--- src/rtl/lane_alu_pkg.sv ---
package lane_alu_pkg;
  localparam int SEG_W = 9;
  localparam int SEG_N = 4;

  typedef enum logic [2:0] {
    OP_ADD = 3'd0,
    OP_SUB = 3'd1,
    OP_AND = 3'd2,
    OP_OR  = 3'd3,
    OP_XOR = 3'd4
  } opCode_e;

  typedef enum logic [1:0] {
    LOGIC_AND  = 2'd0,
    LOGIC_OR   = 2'd1,
    LOGIC_XOR  = 2'd2,
    LOGIC_ZERO = 2'd3
  } logicSel_e;

  typedef struct packed {
    logic             capture;
    logic             isSub;
    logic             arith;
    logicSel_e        logicSel;
    logic [SEG_N-1:0] laneStart;
    logic [SEG_N-1:0] laneEnd;
  } ctrlStrobes_t;
endpackage

--- src/rtl/lane_alu_ctrl.sv ---
module lane_alu_ctrl
  import lane_alu_pkg::*;
#(
  parameter int SegN = SEG_N
) (
  input  logic         clk,
  input  logic         rstN,
  input  logic         validIn,
  input  logic [2:0]   opIn,
  input  logic [1:0]   laneMode,
  output ctrlStrobes_t ctrl,
  output logic         validOut
);
  localparam int HalfSegs    = SegN / 2;
  localparam int QuarterSegs = SegN / 4;

  int segsPerLane;

  always_comb begin
    case (laneMode)
      2'b01:   segsPerLane = HalfSegs;
      2'b10:   segsPerLane = QuarterSegs;
      default: segsPerLane = SegN;
    endcase
  end

  for (genvar s = 0; s < SegN; s++) begin : g_mark
    assign ctrl.laneStart[s] = ((s % segsPerLane) == 0);
    assign ctrl.laneEnd[s]   = (((s + 1) % segsPerLane) == 0);
  end

  always_comb begin
    ctrl.capture  = validIn;
    ctrl.isSub    = (opIn == OP_SUB);
    ctrl.arith    = (opIn == OP_ADD) || (opIn == OP_SUB);
    case (opIn)
      OP_AND:  ctrl.logicSel = LOGIC_AND;
      OP_OR:   ctrl.logicSel = LOGIC_OR;
      OP_XOR:  ctrl.logicSel = LOGIC_XOR;
      default: ctrl.logicSel = LOGIC_ZERO;
    endcase
  end

  always_ff @(posedge clk) begin
    if (!rstN) validOut <= 1'b0;
    else       validOut <= validIn;
  end

  // the output strobe follows the input strobe by exactly one cycle
  p_valid_follow_r9: assert property (@(posedge clk) disable iff (!rstN)
    validIn |=> validOut);
  p_valid_quiet_r9: assert property (@(posedge clk) disable iff (!rstN)
    !validIn |=> !validOut);
endmodule

--- src/rtl/lane_alu_dp.sv ---
module lane_alu_dp
  import lane_alu_pkg::*;
#(
  parameter int SegW = SEG_W,
  parameter int SegN = SEG_N
) (
  input  logic                 clk,
  input  logic                 rstN,
  input  ctrlStrobes_t         ctrl,
  input  logic [SegW*SegN-1:0] aIn,
  input  logic [SegW*SegN-1:0] bIn,
  output logic [SegW*SegN-1:0] result,
  output logic [SegN-1:0]      carryOut
);
  localparam int DataW = SegW * SegN;
  localparam int IdxW  = $clog2(SegN);

  logic [DataW-1:0] sumBus;
  logic [DataW-1:0] logicBus;
  logic [SegN-1:0]  segCarry;
  logic [SegN-1:0]  segCin;

  for (genvar s = 0; s < SegN; s++) begin : g_seg
    logic [SegW-1:0] aSeg, bSeg;
    logic [SegW:0]   segSum;
    assign aSeg = aIn[s*SegW +: SegW];
    assign bSeg = bIn[s*SegW +: SegW] ^ {SegW{ctrl.isSub}};
    if (s == 0) begin : g_first
      assign segCin[s] = ctrl.isSub;
    end else begin : g_rest
      assign segCin[s] = ctrl.laneStart[s] ? ctrl.isSub : segCarry[s-1];
    end
    assign segSum = {1'b0, aSeg} + {1'b0, bSeg} + {{SegW{1'b0}}, segCin[s]};
    assign sumBus[s*SegW +: SegW] = segSum[SegW-1:0];
    assign segCarry[s] = segSum[SegW];
  end

  always_comb begin
    case (ctrl.logicSel)
      LOGIC_AND: logicBus = aIn & bIn;
      LOGIC_OR:  logicBus = aIn | bIn;
      LOGIC_XOR: logicBus = aIn ^ bIn;
      default:   logicBus = '0;
    endcase
  end

  logic [SegN-1:0] nextCarry;
  logic [IdxW:0]   laneIdx;

  always_comb begin
    nextCarry = '0;
    laneIdx   = '0;
    for (int s = 0; s < SegN; s++) begin
      if (ctrl.laneEnd[s]) begin
        nextCarry[laneIdx[IdxW-1:0]] = segCarry[s] & ctrl.arith;
        laneIdx = laneIdx + 1'b1;
      end
    end
  end

  always_ff @(posedge clk) begin
    if (!rstN) begin
      result   <= '0;
      carryOut <= '0;
    end else if (ctrl.capture) begin
      result   <= ctrl.arith ? sumBus : logicBus;
      carryOut <= nextCarry;
    end
  end

  // with no capture the registered outputs keep their value
  p_hold_result_r9: assert property (@(posedge clk) disable iff (!rstN)
    !ctrl.capture |=> $stable(result) && $stable(carryOut));
  // the first segment always opens a lane
  p_first_start_r3: assert property (@(posedge clk) disable iff (!rstN)
    ctrl.laneStart[0]);
endmodule

--- src/rtl/lane_alu.sv ---
module lane_alu
  import lane_alu_pkg::*;
#(
  parameter int SegW = SEG_W,
  parameter int SegN = SEG_N
) (
  input  logic                 clk,
  input  logic                 rstN,
  input  logic                 validIn,
  input  logic [2:0]           opIn,
  input  logic [1:0]           laneMode,
  input  logic [SegW*SegN-1:0] aIn,
  input  logic [SegW*SegN-1:0] bIn,
  output logic [SegW*SegN-1:0] result,
  output logic [SegN-1:0]      carryOut,
  output logic                 validOut
);
  ctrlStrobes_t ctrl;

  lane_alu_ctrl #(.SegN(SegN)) u_ctrl (
    .clk(clk), .rstN(rstN), .validIn(validIn), .opIn(opIn),
    .laneMode(laneMode), .ctrl(ctrl), .validOut(validOut)
  );

  lane_alu_dp #(.SegW(SegW), .SegN(SegN)) u_dp (
    .clk(clk), .rstN(rstN), .ctrl(ctrl), .aIn(aIn), .bIn(bIn),
    .result(result), .carryOut(carryOut)
  );

  // lanes that do not exist report no carry
  p_wide_unused_r8: assert property (@(posedge clk) disable iff (!rstN)
    validIn && (laneMode == 2'b00 || laneMode == 2'b11) |=> carryOut[SegN-1:1] == '0);
  p_half_unused_r8: assert property (@(posedge clk) disable iff (!rstN)
    validIn && laneMode == 2'b01 |=> carryOut[SegN-1:2] == '0);
  // non-arithmetic opcodes never produce a carry
  p_logic_nocarry_r7: assert property (@(posedge clk) disable iff (!rstN)
    validIn && opIn >= 3'd2 |=> carryOut == '0);
  // undefined opcodes give a zero result
  p_undef_zero_r7: assert property (@(posedge clk) disable iff (!rstN)
    validIn && opIn >= 3'd5 |=> result == '0);
endmodule

--- config.mk ---
export PLATFORM = sky130hd
export DESIGN_NAME = lane_alu
export DESIGN_NICKNAME = d
export VERILOG_FILES = /design/src/rtl/lane_alu_pkg.sv /design/src/rtl/lane_alu_ctrl.sv /design/src/rtl/lane_alu_dp.sv /design/src/rtl/lane_alu.sv
export SDC_FILE = /design/constraint.sdc
export NUM_CORES = 1
export LEC_CHECK = 0
export ABC_AREA = 1
export ABC_CLOCK_PERIOD_IN_PS = 8800
export CAP_MARGIN = 5
export CELL_PAD_IN_SITES_DETAIL_PLACEMENT = 2
export CELL_PAD_IN_SITES_GLOBAL_PLACEMENT = 2
export CORE_AREA = 2 2 134 136
export CTS_BUF_LIST = sky130_fd_sc_hd__clkbuf_4 sky130_fd_sc_hd__clkbuf_8
export DETAILED_ROUTE_END_ITERATION = 8
export DIE_AREA = 0 0 136 138
export DONT_BUFFER_PORTS = 1
export PLACE_DENSITY_LB_ADDON = 0.1
export SYNTH_ARGS = -nofsm -noshare
export SYNTH_HDL_FRONTEND = slang
export SYNTH_HIERARCHICAL = 1
export SYNTH_SLANG_ARGS = --single-unit
--- constraint.sdc ---
create_clock -name clk -period 8.8 [get_ports clk]
set_input_delay 2.64 -clock clk [delete_from_list [all_inputs] [get_ports clk]]
set_output_delay 2.64 -clock clk [all_outputs]
set_load 0.02 [all_outputs]
==> out/metrics.cfg, run 1 <==
[floorplan]
start_util_pct=33.8
core_area_um2=17500
row_count=49
die_h_um=138
dieArea_um2=18800
ios=121
die_w_um=136

[finish]
multiInputGateArea_um2=4370
seqCellArea_um2=821
stdcell_area_um2=6150
n_antenna_cell=0
drive_above_1_share_pct=7.18
fin_nets=1045
n_fill_cell=2173
synthToLayoutAreaGrowth_pct=3.84
layout.cells.non_filler=1079

[global_routing]
grt_max_degree=46
antenna_found_initial=0
overflow=0
grtUsageTotal_pct=22.9
grt_pass1_wl_um=34500
grt_pass1_vias=6565

[yosys]
ys.warnings.count=6
syn_area_um2=5920
synth_fp_nets=1071
syn_inst=875
synth.avg_cell_area_um2=6.77

[setup_path]
cp-start-kind=input port
r2r_start=u_dp/result[0]$_SDFFE_PN0P_
critical_path_buf_inv_count=4
critPathMostFrequentCell=nand2_1
arrival_ps=7530
slowest_delay_ps=460
critPathCaptureType=flop
worstPathMaxFanout=9
reg2reg_depth=2
path_depth=31
cpMaxStageDelayCell=fa_1
cp.required_ps=9030
crit_family=adder cells
reg2reg_to=u_dp/result[0]$_SDFFE_PN0P_
rrSetupSlack_ps=7950
critPathKind=in -> reg

[cts]
cts_tree=built
cts_sinks=41
htree_num_levels=2
cts_resized=0
root_buffer=clkbuf_8
hold_buffers=0
insertion_delay_ps=330
clk_path_buf_depth=2
numCtsBuffers=5
postCtsSetupRepairBufs=0
clk_pin_slew_worst_paths_ps=100

[timing]
slew_headroom_pct=23.1
tightest_slew_ps=1150
finClkSkew_ps=0
setup_viol=0
finalHoldViolCount=0
fin_crit_ps=7300
fin_crit_sh_pct=82.9
finalMaxSlewViolations=0
max_freq_mhz=137
rsz0062_at_grt=false
setup_ws_ps=1500
final.setup.tns_ps=0

[drt]
wirelength_um=21100
via_count=5701
first_pass_iters=4
via_per_inst=5.28
drtAntennaViolNets=0
drt_iter0_drc=138
avgRoutedWirePerCell_um=19.6
route.detailed.drc=0

[placed_design]
post_dp_cell_area_um2=6030
gp_congestion=0.821
placedCellCount=1071
port_buffers=0
pre_cts_ws_ps=1070
place_hpwl_um=15500

[power]
pwr-share-comb_pct=41.7
p_switching_w=0.000312
power_density_nw_per_um2=116
seq_power_share_pct=32.1
peakVddDrop_uv=54.8
pwr-share-clk_pct=26.2
totalPowerFinal_w=0.000715
leakage_nw=3.16
swShare_pct=43.6
p_int_w=0.000403

[worst_hold_path]
whs_path_depth=2
hp-class=reg -> reg
worstHoldStart=u_dp/carryOut[0]$_SDFFE_PN0P_
worstHoldEndpoint=u_dp/carryOut[0]$_SDFFE_PN0P_

[run]
maxCapViolations=0

[outcome]
status=complete, no violations

[layout make-up]
| type | instances | share of cell area [%] |
|---|---|---|
| inverters | 137 | 8.44 |
| clock inverters | 2 | 0.610 |
| multi-input cells | 659 | 71.0 |
| clock buffers | 6 | 1.34 |
| well taps | 229 | 4.66 |
| repair buffers | 5 | 0.610 |
| flip-flops and latches | 41 | 13.3 |
[power groups by stage]
stage	combinational (W)	clock [W]	sequential (W)
5_1_grt	0.000344	0.000200	0.000231
3_5_place_dp	0.000299	0	0.000234
6_report	0.000298	0.000187	0.000229
4_1_cts	0.000302	0.000196	0.000230
2_1_floorplan	0.000233	0	0.000229
3_3_place_gp	0.000281	0	0.000234
[worst reg2reg max path, stage by stage (launching register included)]
cell and delay [ps]:
dfxtp_1 500, o21ai_0 120, a31oi_1 160
[cell usage in the layout, fill, tap and decap left out, types with 3 or more instances in the layout]
cell      count
o211ai_1     25
o21ai_1       3
fa_1          7
ha_1        109
nand4_1       5
o211ai_2     16
xnor2_1      11
nor2_1       47
buf_4         5
a31oi_1       6
dfxtp_1      41
a21oi_1      99
o21bai_1      3
o21ai_0      57
nand2_1     185
inv_1       134
xor2_1       29
nand2_2      16
nor3_1        4
clkbuf_8      6
a21oi_2       6
nand3_1      20
[flip-flops by register name, summed over array words and instances (netlist names)]
signal,cells
u_dp/result,36
u_dp/carryOut,4
u_ctrl/validOut,1
[worst max path at each step]
stage                 start                           end  slack (ps)
floorplan           opIn[1]  u_dp/result[33]$_SDFFE_PN0P_        1450
global placement    opIn[1]  u_dp/result[33]$_SDFFE_PN0P_        1250
detailed placement  opIn[1]  u_dp/result[33]$_SDFFE_PN0P_        1070
CTS                 opIn[1]  u_dp/result[33]$_SDFFE_PN0P_        1440
global route        opIn[1]  u_dp/result[35]$_SDFFE_PN0P_        1050
finish              opIn[1]  u_dp/result[33]$_SDFFE_PN0P_        1500
[metrics by stage]
stage,util (%),hold slack [ps]
3_3_place_gp,34.4,570
4_1_cts,35.1,596
3_5_place_dp,34.4,573
5_1_grt,35.1,611
6_report,35.1,593
2_1_floorplan,-,541
[layer usage]
metal | track usage (%) | routed length (µm)
met3 | 4.66 | 964
met5 | 0 | 0
met4 | 3.18 | 155
met1 | 28.2 | 9390
met2 | 41.5 | 10600
Power figures use the tool's default switching activity.
==> run 2, diff against run 1 <==
ABC_CLOCK_PERIOD_IN_PS = 6210   (was 8800)
CORE_AREA = 2 2 138 140   (was 2 2 134 136)
DIE_AREA = 0 0 140 142   (was 0 0 136 138)
clock period = 6.21 ns   (was 8.8 ns; I/O delays follow)
==> out/metrics.cfg, run 2 (synthesized netlist as in run 1, its figures left out) <==
[setup_path]
critPathCaptureType=flop
worstPathMaxFanout=7  ; -2
arrival_ps=6090  ; -1440 ps
critPathKind=in -> reg
cpMaxStageDelayCell=fa_2
slowest_delay_ps=360  ; -100 ps
cp-start-kind=input port
cp.required_ps=6440  ; -2590 ps
critical_path_buf_inv_count=5  ; +1
crit_family=adder cells

[global_routing]
grt_max_degree=46  ; unchanged
antenna_found_initial=0  ; unchanged
overflow=0  ; unchanged
grtUsageTotal_pct=22.1  ; -0.81 points
grt_pass1_wl_um=34800  ; +0.92%
grt_pass1_vias=6616  ; +0.78%

[cts]
clk_pin_slew_worst_paths_ps=100  ; about the same
root_buffer=clkbuf_8
cts_sinks=41  ; unchanged
htree_num_levels=2  ; unchanged
cts_tree=built
insertion_delay_ps=330  ; about the same
clk_path_buf_depth=2  ; unchanged
numCtsBuffers=5  ; unchanged

[timing]
slew_headroom_pct=41.9  ; +19 points
finalHoldViolCount=0  ; unchanged
fin_crit_ps=5850
max_freq_mhz=171
whs_ps=586  ; -6.85 ps
setup_viol=0  ; unchanged
finalMaxSlewViolations=0  ; unchanged
finClkSkew_ps=0  ; unchanged
tightest_slew_ps=871  ; -279 ps
fin_crit_sh_pct=94.3

[run]
maxCapViolations=0  ; unchanged

[worst_hold_path]
hp-class=reg -> reg

[drt]
first_pass_iters=6  ; +2
wirelength_um=21700  ; +2.7%
via_per_inst=5.29  ; +0.19%
avgRoutedWirePerCell_um=19.5  ; -0.46%
via_count=5892  ; +3.4%
drt_iter0_drc=152  ; +10%
drtAntennaViolNets=0  ; unchanged
route.detailed.drc=7  ; +7

[finish]
final_common_cell=nand2_1
n_antenna_cell=0  ; unchanged
drive_above_1_share_pct=12.1  ; +4.9 points
fin_nets=1074  ; +2.8%
final_cell_mix=nand2_1, inv_1, ha_1
largest_register=u_dp/result
synthToLayoutAreaGrowth_pct=8.32
largest_reg_flops=36  ; unchanged
top_regs=u_dp/result (36), u_dp/carryOut (4), u_ctrl/validOut (1)
layout.cells.non_filler=1113  ; +3.2%

[placed_design]
gp_congestion=0.813  ; -0.94%
port_buffers=0  ; unchanged
placedCellCount=1100  ; +2.7%
place_hpwl_um=16000  ; +3.3%

[outcome]
status=finished, violations left
violations=DRC

[floorplan]
die_h_um=142  ; +2.9%
row_count=50  ; +2.0%
die_w_um=140  ; +2.9%
ios=121  ; unchanged
core_area_um2=18500  ; +5.3%
dieArea_um2=19900  ; +5.9%
start_util_pct=32.1  ; -1.7 points

[power]
power_density_nw_per_um2=156  ; +34%
peakVddDrop_uv=83.4  ; +52%
leakage_nw=3.30  ; +4.5%

==> run 2: changes by cell type in the layout (fill, tap and decap cells not counted), sizes merged <==
cell | previous run | this run
clkbuf | 6 | 5
buf | 5 | 34
bufinv | 1 | 0
clkinv | 0 | 2
==> run 2: per-layer routing <==
layer  vias up  GRT usage [%]  share of wire, %
li1       2846              -                 -
met1      2931           25.3                42
met2        93           41.4                51
met3        22           5.11               5.1
met4         0           5.48               1.7
met5         -              0                 0
==> run 2: report_power, final <==
group / internal (W) / total, W / switching (W)
Clock: 0.0000783 / 0.000210 / 0.000132
Combinational: 0.000188 / 0.000465 / 0.000277
Sequential: 0.000284 / 0.000325 / 0.0000412
==> run 2: path summary, 6_finish.rpt <==
kind / from / to / slack (ps) / depth (start not counted)
max: opIn[0] / u_dp/result[33]$_SDFFE_PN0P_ / 360 / 32
min: u_dp/carryOut[1]$_SDFFE_PN0P_ / u_dp/carryOut[1]$_SDFFE_PN0P_ / 590 / 2
max reg2reg: u_dp/result[2]$_SDFFE_PN0P_ / u_dp/result[2]$_SDFFE_PN0P_ / 5370 / 2
min reg2reg: u_dp/carryOut[1]$_SDFFE_PN0P_ / u_dp/carryOut[1]$_SDFFE_PN0P_ / 590 / 2
==> run 2: through the flow <==
stage                     power (W)  setup WS, ps  area [µm²]  util (%)  TNS [ps]
after floorplan            0.000663          1.92        5990         -         0
after global placement     0.000762         -92.5        6260      33.9      -143
after detailed placement   0.000791          -223        6260      33.9      -469
after CTS                   0.00101           133        6350      34.4         0
after global routing        0.00110         -3.69        6420      34.8     -3.69
final                       0.00100           356        6420      34.8         0
==> run 2: what timing repair did <==
action | 4_1_cts | 5_1_grt
endpoints found under the setup margin | 0 | 3
hold buffers | 0 | 0
gates resized for setup | 0 | 6
buffers inserted | 0 | 5
==> run 2: worst register-to-register path, stage by stage, from the launching register on <==
cell and delay [ps]:
dfxtp_1 480, o21ai_0 120, a31oi_1 170
==> run 2: layout make-up <==
cell class | count | area (µm²)
clock inverters | 3 | 17.5
multi-input cells | 659 | 4420
inverters | 137 | 519
clock buffers | 5 | 68.8
well taps | 234 | 293
flip-flops and latches | 41 | 821
repair buffers | 34 | 280
fillers | 2246 | 12000
